**config.mk**
```make
export PLATFORM = sky130hd
export DESIGN_NAME = intr_agg_top
export DESIGN_NICKNAME = d
export VERILOG_FILES = /design/src/rtl/intr_agg_pkg.sv /design/src/rtl/intr_evt_flags.sv /design/src/rtl/intr_mask_regs.sv /design/src/rtl/intr_combine.sv /design/src/rtl/intr_agg_top.sv
export SDC_FILE = /design/constraint.sdc
export NUM_CORES = 1
export LEC_CHECK = 0
export BUFFER_PORTS_ARGS = -buffer_cell sky130_fd_sc_hd__buf_2
export CAP_MARGIN = 20
export CORE_MARGIN = 2
export CORE_UTILIZATION = 46
export CTS_CLUSTER_DIAMETER = 50
export DETAILED_ROUTE_END_ITERATION = 16
export PLACE_DENSITY = 0.79
export SYNTH_ARGS = -nofsm -noshare
export SYNTH_HDL_FRONTEND = slang
export SYNTH_SLANG_ARGS = --single-unit
```
**constraint.sdc**
```tcl
create_clock -name clk -period 1.4 [get_ports clk]
set_input_delay 0.28 -clock clk [delete_from_list [all_inputs] [get_ports clk]]
set_output_delay 0.28 -clock clk [all_outputs]
set_load 0.005 [all_outputs]
```
**src/rtl/intr_agg_pkg.sv**
```systemverilog
package intr_agg_pkg;
  localparam int DATA_W = 8;
  localparam int ADDR_W = 8;

  localparam logic [ADDR_W-1:0] ADDR_EVT_HI   = 8'h04;
  localparam logic [ADDR_W-1:0] ADDR_EVT_LO   = 8'h05;
  localparam logic [ADDR_W-1:0] ADDR_MASK_HI  = 8'h06;
  localparam logic [ADDR_W-1:0] ADDR_MASK_LO  = 8'h07;
  localparam logic [ADDR_W-1:0] ADDR_SUM_MASK = 8'h08;
  localparam logic [ADDR_W-1:0] ADDR_SUM_STAT = 8'h18;

  localparam int BIT_PROTO_RST = 0;
  localparam int BIT_TX_ERR    = 1;
  localparam int BIT_POSITION  = 3;
  localparam int BIT_REMOTE_EN = 6;

  localparam int BIT_QUAL_WARN = 0;
  localparam int BIT_ANSWER    = 1;
  localparam int BIT_MINIMUM   = 2;
  localparam int BIT_LONG_RES  = 4;
  localparam int BIT_SHORT_RES = 5;

  localparam logic [DATA_W-1:0] HI_FLAG_IMPL =
    DATA_W'((1 << BIT_PROTO_RST) | (1 << BIT_TX_ERR) | (1 << BIT_POSITION));
  localparam logic [DATA_W-1:0] HI_MASK_IMPL =
    HI_FLAG_IMPL | DATA_W'(1 << BIT_REMOTE_EN);
  localparam logic [DATA_W-1:0] LO_IMPL =
    DATA_W'((1 << BIT_QUAL_WARN) | (1 << BIT_ANSWER) | (1 << BIT_MINIMUM) |
            (1 << BIT_LONG_RES) | (1 << BIT_SHORT_RES));
  localparam logic [DATA_W-1:0] SUM_IMPL = '1;
endpackage

```
**src/rtl/intr_evt_flags.sv**
```systemverilog
module intr_evt_flags #(
  parameter int W = 8,
  parameter logic [W-1:0] IMPL = '1
) (
  input  logic         clk,
  input  logic         rst,
  input  logic [W-1:0] set_i,
  input  logic         clr_en,
  input  logic [W-1:0] clr_bits,
  output logic [W-1:0] flag_q
);
  logic [W-1:0] flag_d;

  for (genvar i = 0; i < W; i++) begin : g_bit
    always_comb begin
      flag_d[i] = IMPL[i] & (set_i[i] | (flag_q[i] & ~(clr_en & clr_bits[i])));
    end
  end

  always_ff @(posedge clk) begin
    if (rst) flag_q <= '0;
    else     flag_q <= flag_d;
  end

  // a flag only rises after a set pulse
  assert_set_needs_pulse_R3: assert property (@(posedge clk) disable iff (rst)
    ((flag_q & ~$past(flag_q) & ~$past(set_i)) == '0));
  // a flag only falls after a clear write
  assert_hold_until_clear_R3: assert property (@(posedge clk) disable iff (rst)
    (($past(flag_q) & ~flag_q & ~($past(clr_bits) & {W{$past(clr_en)}})) == '0));
endmodule

```
**src/rtl/intr_mask_regs.sv**
```systemverilog
module intr_mask_regs #(
  parameter int W = 8,
  parameter logic [W-1:0] HI_IMPL = '1,
  parameter logic [W-1:0] LO_IMPL = '1,
  parameter logic [W-1:0] SM_IMPL = '1
) (
  input  logic         clk,
  input  logic         rst,
  input  logic         wr_hi,
  input  logic         wr_lo,
  input  logic         wr_sm,
  input  logic [W-1:0] wdata,
  output logic [W-1:0] mask_hi,
  output logic [W-1:0] mask_lo,
  output logic [W-1:0] sum_mask
);
  always_ff @(posedge clk) begin
    if (rst) begin
      mask_hi  <= '0;
      mask_lo  <= '0;
      sum_mask <= '0;
    end else begin
      if (wr_hi) mask_hi  <= wdata & HI_IMPL;
      if (wr_lo) mask_lo  <= wdata & LO_IMPL;
      if (wr_sm) sum_mask <= wdata & SM_IMPL;
    end
  end

  // masks change only on a bus write
  assert_mask_stable_R2: assert property (@(posedge clk) disable iff (rst)
    (!$past(wr_hi) && !$past(wr_lo) && !$past(wr_sm)) |->
      ($stable(mask_hi) && $stable(mask_lo) && $stable(sum_mask)));
endmodule

```
**src/rtl/intr_combine.sv**
```systemverilog
module intr_combine #(
  parameter int W = 8,
  parameter int EN_BIT = 6
) (
  input  logic         clk,
  input  logic         rst,
  input  logic [W-1:0] evt_hi,
  input  logic [W-1:0] evt_lo,
  input  logic [W-1:0] mask_hi,
  input  logic [W-1:0] mask_lo,
  input  logic [W-1:0] sum_stat,
  input  logic [W-1:0] sum_mask,
  output logic         irq_o
);
  logic local_hit;
  logic remote_hit;
  logic irq_next;

  always_comb begin
    local_hit  = |(evt_hi & mask_hi) | |(evt_lo & mask_lo);
    remote_hit = mask_hi[EN_BIT] & |(sum_stat & sum_mask);
    irq_next   = local_hit | remote_hit;
  end

  always_ff @(posedge clk) begin
    if (rst) irq_o <= 1'b0;
    else     irq_o <= irq_next;
  end

  // no enables means no interrupt
  assert_quiet_when_masked_R8: assert property (@(posedge clk) disable iff (rst)
    (mask_hi == '0 && mask_lo == '0) |=> !irq_o);
  // remote path blocked while its enable is low
  assert_remote_gate_R7: assert property (@(posedge clk) disable iff (rst)
    (!mask_hi[EN_BIT] && (evt_hi & mask_hi) == '0 && (evt_lo & mask_lo) == '0) |=> !irq_o);
  // enabled remote status raises the interrupt
  assert_remote_fires_R7: assert property (@(posedge clk) disable iff (rst)
    (mask_hi[EN_BIT] && (sum_stat & sum_mask) != '0) |=> irq_o);
  // an enabled local flag raises the interrupt
  assert_local_fires_R6: assert property (@(posedge clk) disable iff (rst)
    ((evt_lo & mask_lo) != '0) |=> irq_o);
endmodule

```
**src/rtl/intr_agg_top.sv**
```systemverilog
module intr_agg_top
  import intr_agg_pkg::*;
(
  input  logic              clk,
  input  logic              rst,
  input  logic              wr_en,
  input  logic              rd_en,
  input  logic [ADDR_W-1:0] addr,
  input  logic [DATA_W-1:0] wdata,
  output logic [DATA_W-1:0] rdata,
  input  logic [DATA_W-1:0] evt_hi_set,
  input  logic [DATA_W-1:0] evt_lo_set,
  input  logic [DATA_W-1:0] remote_status,
  output logic              irq_o
);
  logic [DATA_W-1:0] evt_hi_q, evt_lo_q;
  logic [DATA_W-1:0] mask_hi, mask_lo, sum_mask;
  logic [DATA_W-1:0] sum_stat_q;
  logic [DATA_W-1:0] rd_mux;
  logic              clr_hi, clr_lo;

  assign clr_hi = wr_en && (addr == ADDR_EVT_HI);
  assign clr_lo = wr_en && (addr == ADDR_EVT_LO);

  always_ff @(posedge clk) begin
    if (rst) sum_stat_q <= '0;
    else     sum_stat_q <= remote_status;
  end

  intr_evt_flags #(.W(DATA_W), .IMPL(HI_FLAG_IMPL)) u_flags_hi (
    .clk(clk), .rst(rst), .set_i(evt_hi_set),
    .clr_en(clr_hi), .clr_bits(wdata), .flag_q(evt_hi_q));

  intr_evt_flags #(.W(DATA_W), .IMPL(LO_IMPL)) u_flags_lo (
    .clk(clk), .rst(rst), .set_i(evt_lo_set),
    .clr_en(clr_lo), .clr_bits(wdata), .flag_q(evt_lo_q));

  intr_mask_regs #(.W(DATA_W), .HI_IMPL(HI_MASK_IMPL), .LO_IMPL(LO_IMPL),
                   .SM_IMPL(SUM_IMPL)) u_masks (
    .clk(clk), .rst(rst),
    .wr_hi(wr_en && addr == ADDR_MASK_HI),
    .wr_lo(wr_en && addr == ADDR_MASK_LO),
    .wr_sm(wr_en && addr == ADDR_SUM_MASK),
    .wdata(wdata),
    .mask_hi(mask_hi), .mask_lo(mask_lo), .sum_mask(sum_mask));

  intr_combine #(.W(DATA_W), .EN_BIT(BIT_REMOTE_EN)) u_combine (
    .clk(clk), .rst(rst),
    .evt_hi(evt_hi_q), .evt_lo(evt_lo_q),
    .mask_hi(mask_hi), .mask_lo(mask_lo),
    .sum_stat(sum_stat_q), .sum_mask(sum_mask),
    .irq_o(irq_o));

  always_comb begin
    rd_mux = '0;
    case (addr)
      ADDR_EVT_HI: begin
        rd_mux = evt_hi_q;
        rd_mux[BIT_REMOTE_EN] = |sum_stat_q;
      end
      ADDR_EVT_LO:   rd_mux = evt_lo_q;
      ADDR_MASK_HI:  rd_mux = mask_hi;
      ADDR_MASK_LO:  rd_mux = mask_lo;
      ADDR_SUM_MASK: rd_mux = sum_mask;
      ADDR_SUM_STAT: rd_mux = sum_stat_q;
      default:       rd_mux = '0;
    endcase
  end

  always_ff @(posedge clk) begin
    if (rst)        rdata <= '0;
    else if (rd_en) rdata <= rd_mux;
  end

  // read data holds without a read strobe
  assert_rdata_hold_R9: assert property (@(posedge clk) disable iff (rst)
    !$past(rd_en) |-> $stable(rdata));
  // unimplemented upper mask bits read as zero
  assert_unimpl_zero_R2: assert property (@(posedge clk) disable iff (rst)
    $past(rd_en && addr == ADDR_MASK_HI) |-> ((rdata & ~HI_MASK_IMPL) == '0));
endmodule

```
# Word-level counts from Yosys, hierarchy flattened
# Cells that the tools add are included.
dict set report op_classes {
  n_reduce_logical 9
  eq_ne 6
  bitwise_logic 38
  mux 1
}
# cell n
set ops {}
lappend ops {{8-bit one-hot mux with 6 select lines} 1}
lappend ops {{8-bit by 3-bit equality test with 1-bit output, second input constant} 4}
lappend ops {{8-bit OR reduction} 4}
lappend ops {{1-bit AND} 17}
lappend ops {{1-bit bitwise OR} 10}
lappend ops {{8-bit by 6-bit AND with 8-bit output} 1}
lappend ops {{8-bit by 7-bit AND with 8-bit output} 1}
lappend ops {{8-bit AND} 1}
lappend ops {{8-bit by 4-bit equality test with 1-bit output, second input constant} 1}
lappend ops {{8-bit by 5-bit equality test with 1-bit output, second input constant} 1}
lappend ops {{1-bit inverter} 8}
lappend ops {{1-bit logical AND} 5}
dict set report word_totals {
  elab_cells 64
  output_inout_bits 9
  regBits 50
}

# Logic depth before layout (Yosys ltp)
dict set report logic_depth {
  ltp_word 6
  depth_mapped 6
  ltp_nobuf 4
}

# Modules after synthesis
# Synthesis repeated with hierarchy kept, for this count alone.
dict set report hier_totals {
  cells_unflattened 238
  area_unflattened_um2 2279.7
}
# mod instances cells_per_inst seq_area_each_um2 area_each_um2
set by_module_without_submodules {}
lappend by_module_without_submodules {intr_agg_top 1 115 320.3 1102.3}
lappend by_module_without_submodules {intr_mask_regs 1 64 340.3 670.6}
lappend by_module_without_submodules {{intr_evt_flags at u_flags_lo} 1 24 100.1 207.7}
lappend by_module_without_submodules {{intr_evt_flags at u_flags_hi} 1 18 60.1 150.1}
lappend by_module_without_submodules {intr_combine 1 17 20.0 148.9}

# Worst setup path after synthesis
# OpenSTA, ideal clock, no wires.
dict set report synth_path {
  path_kind {input to register}
  start {in addr[1]}
  end {reg rdata[0]}
  t_arrival_ns 1.334
  n_path_buf 1
  required_ns 1.341
  slack_ns 0.006
  setup_time_ns 0.059
  stages 5
  path_cell_list {buf_6 nor4b_4 nand2_2 a211oi_4 a22o_1}
}
dict set report synth_between {
  elab_chain_cells 2
  elab_cells_between_ends 7
}
# element line_no
set synth_rtl {}
lappend synth_rtl {{from (decl)} intr_agg_top.sv:8} ;# input logic [ADDR_W-1:0] addr,
lappend synth_rtl {{8-bit by 5-bit equality test with 1-bit output (tied with other cells)} intr_agg_top.sv:56} ;# case (addr)
lappend synth_rtl {{8-bit one-hot mux with 6 select lines (*)} intr_agg_top.sv:56}
lappend synth_rtl {{to (signal assigned)} intr_agg_top.sv:72} ;# else if (rd_en) rdata <= rd_mux;
lappend synth_rtl {{to (decl)} intr_agg_top.sv:10} ;# output logic [DATA_W-1:0] rdata,
# Mark *: on every way between the ends. The rest lies on a longest branch, timed or not.
# A chain may end at the register's enable or synchronous reset.

# Final worst setup path
dict set report layout_path {
  start {reg sum_stat_q[3]}
  end {reg rdata[6]}
}
dict set report layout_between {
  elab_chain_cells 2
}
# element line_no
set layout_rtl {}
lappend layout_rtl {{from (decl)} intr_agg_top.sv:18} ;# logic [DATA_W-1:0] sum_stat_q;
lappend layout_rtl {{from (signal assigned)} intr_agg_top.sv:27} ;# else sum_stat_q <= remote_status;
lappend layout_rtl {{8-bit OR reduction} intr_agg_top.sv:59} ;# rd_mux[BIT_REMOTE_EN] = |sum_stat_q;
lappend layout_rtl {{8-bit one-hot mux with 6 select lines} intr_agg_top.sv:56}
# Every way passes these cells.

==> impl_metrics.py <==
metrics = {
    "worst_hold_path": {
        "hold_class": "in -> reg",
    },
    "drt": {
        "avgRoutedWirePerCell_um": 14.8,
        "post_drt_via_cell_ratio": 5.54,
        "post-route-drc-count": 0,
        "dr.pass1.iters": 4,
        "wl_mm": 4.64,
        "drtIter0Drc": 96,
        "vias": 1733,
        "ant_nets": 0,
    },
    "global_route": {
        "grt-ovfl-total": 0,
        "grt_start_max_net_pins": 22,
        "grtUsageTotal": 0.214,
        "antenna_found_initial": 0,
        "grt_pass1_vias": 1524,
        "grt_pass1_wl_mm": 7.25,
    },
    "placement": {
        "port_buffers": 44,
        "place_congestion": 0.906,
        "dp_hpwl_mm": 3.57,
    },
    "yosys": {
        "ys_ff_latch": 42,
        "netlist_instances": 197,
        "ys_types": 37,
        "synth_area_leaders": "dfxtp_1 44%, mux2i_1 14%, nor2_1 5.5%, nand4_1 3.9%, a22o_1 3.2%",
        "yosysTopAreaCell": "dfxtp_1",
        "yosysWarnings": 0,
        "async_flop_share": 0,
        "syn_avg_cell_area_sq_um": 9.68,
        "synth_edf_count": 0,
        "syn_area_sq_um": 1910,
        "synth_ff_type": "dfxtp_1",
        "synth_top_area_share": 0.441,
        "synth_commonest_cells": "42 x dfxtp_1, 28 x nor2_1, 27 x mux2i_1",
        "synth_nets": 241,
        "yosysMostFrequentCell": "dfxtp_1",
        "synth.yosys.seq_area_share": 0.441,
    },
    "worst_setup_path": {
        "critPathMaxStageDelay_ps": 520,
        "critical_path_class": "reg -> reg",
        "worstPathRequired_ps": 1600,
        "cp_data_arrival_time_ps": 1510,
        "cp-start-kind": "flip-flop",
        "crit_chain": "or4_1 > nor2_1 > o221a_2 > a21oi_1",
        "critPathMaxFanout": 3,
        "critPathTopFamily": "simple AND/OR/NAND/NOR gates",
        "crit_path_end_kind": "flip-flop",
        "path_buf_inv": 0,
        "crit_path_top_delay_cell": "or4_1",
    },
    "power_and_ir_drop": {
        "clkPwrFrac": 0.388,
        "net-switching-power_mw": 0.547,
        "intPower_mw": 1.87,
        "p_leak_nw": 1.15,
        "pwr-share-comb": 0.095,
        "power_density_nw_per_um2": 991,
        "seqPwrFrac": 0.517,
        "p_sw_frac": 0.226,
        "fin_total_pwr_mw": 2.42,
        "peakVddDrop_mv": 0.630,
    },
    "clock_network": {
        "cts.clk_slew.worst_paths_ps": 80,
        "cts-root-buf": "clkbuf_8",
        "holdBufCountCts": 0,
        "cts_made_buffers": 5,
        "post-cts-setup-buffer-count": 0,
        "cts_buffer_depth": 2,
        "cts_resized": 0,
        "cts_tree": "built",
        "clock_latency_ps": 300,
        "cts_sinks": 42,
        "htreeDepth": 2,
    },
    "layout": {
        "antenna_cells": 0,
        "layout-drive-gt1-share": 0.319,
        "areaGrowthSynthToFinish_pct": 28.0,
        "final_util": 0.610,
        "nets": 306,
    },
    "timing": {
        "drv_slew": 0,
        "whs_ps": 183,
        "rsz0062_at_grt": "no",
        "period_needed_ps": 1310,
        "tightest_slew_ps": 382,
        "fin_crit_sh": 0.937,
        "tns_ps": 0,
        "finalClockSkew_ps": 6.23,
        "setup_viol": 0,
        "fmax_ghz": 0.763,
        "finalHoldViolations": 0,
        "slew_headroom": 0.745,
    },
    "die": {
        "die_w_um": 68.4,
        "fp-row-count": 23,
        "dieArea_sq_um": 4680,
        "fp.dieH_um": 68.4,
        "initial_utilization": 0.477,
        "ioPinCount": 53,
        "fp.coreArea_sq_um": 4000,
    },
    "job": {
        "maxCapViolCount": 0,
    },
    "status": {
        "status": "completed",
    },
}
-- cell type report --
cell class | instances | area (sq um)
multi-input cells | 140 | 995
fillers | 347 | 1560
clock buffers | 7 | 76.3
inverters | 4 | 15.0
well taps | 50 | 62.6
clock inverters | 1 | 30.0
repair buffers | 69 | 420
flip-flops and latches | 42 | 841
-- sequential cells by signal, summed over array words and instances (netlist names) --
signal / count
u_flags_hi.flag_q: 3
sum_stat_q: 8
u_masks.mask_lo: 5
u_masks.sum_mask: 8
rdata: 8
u_combine.irq_o: 1
u_masks.mask_hi: 4
u_flags_lo.flag_q: 5
-- routing by layer --
| metal | GRT usage | share of wire | vias to the layer above | wire length (um) |
|---|---|---|---|---|
| met5 | 0 | 0 | - | 0 |
| met1 | 0.291 | 0.48 | 810 | 2220 |
| li1 | - | - | 860 | - |
| met2 | 0.316 | 0.44 | 54 | 2060 |
| met4 | 0.0925 | 0.021 | 0 | 97 |
| met3 | 0.0576 | 0.057 | 9 | 264 |
-- final timing paths --
check | depth (start not counted) | to | slack (ps) | from
min reg2reg | 1 | rdata[5] | 480 | rdata[5]
min | 2 | sum_stat_q[7] | 180 | remote_status[7]
max | 4 | rdata[6] | 90 | sum_stat_q[3]
max reg2reg | 4 | rdata[6] | 90 | sum_stat_q[3]
-- power by group through the flow --
stage	clock network (mW)	registers [mW]	logic [mW]
6_report	0.939	1.25	0.230
5_1_grt	0.997	1.25	0.253
4_1_cts	0.953	1.25	0.230
3_5_place_dp	0	1.28	0.230
3_3_place_gp	0	1.27	0.225
2_1_floorplan	0	1.27	0.110
-- stage by stage --
step                worst slack [ps]  area (sq um)  cells
finish                          88.8          2440    313
global route                    26.0          2440    313
CTS                             92.4          2440    313
detailed placement              -133          2330    305
global placement                -133          2330    305
floorplan                       6.23          1910    197
-- cell usage in the layout, fill, tap and decap left out, drive strengths merged, types with 2 or more instances in the layout --
master,synthesis,final
nand3,6,6
clkbuf,5,7
o221ai,2,2
nand4,13,13
a22oi,4,4
a22o,7,7
o211ai,3,3
o21ai,4,4
mux2i,27,27
or4,2,2
nor2,28,28
dfxtp,42,42
a21oi,9,9
a2bb2oi,3,3
nand2,8,8
a221oi,2,2
inv,4,4
buf,6,69
nor2b,9,9
-- cell families after synthesis --
family                 synth area share
AO/OA/AOI/OAI                     0.160
buffers and inverters            0.0374
flip-flops                        0.441
AND/OR/NAND/NOR                   0.220
multiplexers                      0.142
Note: power is estimated with default switching activity, not from simulation.
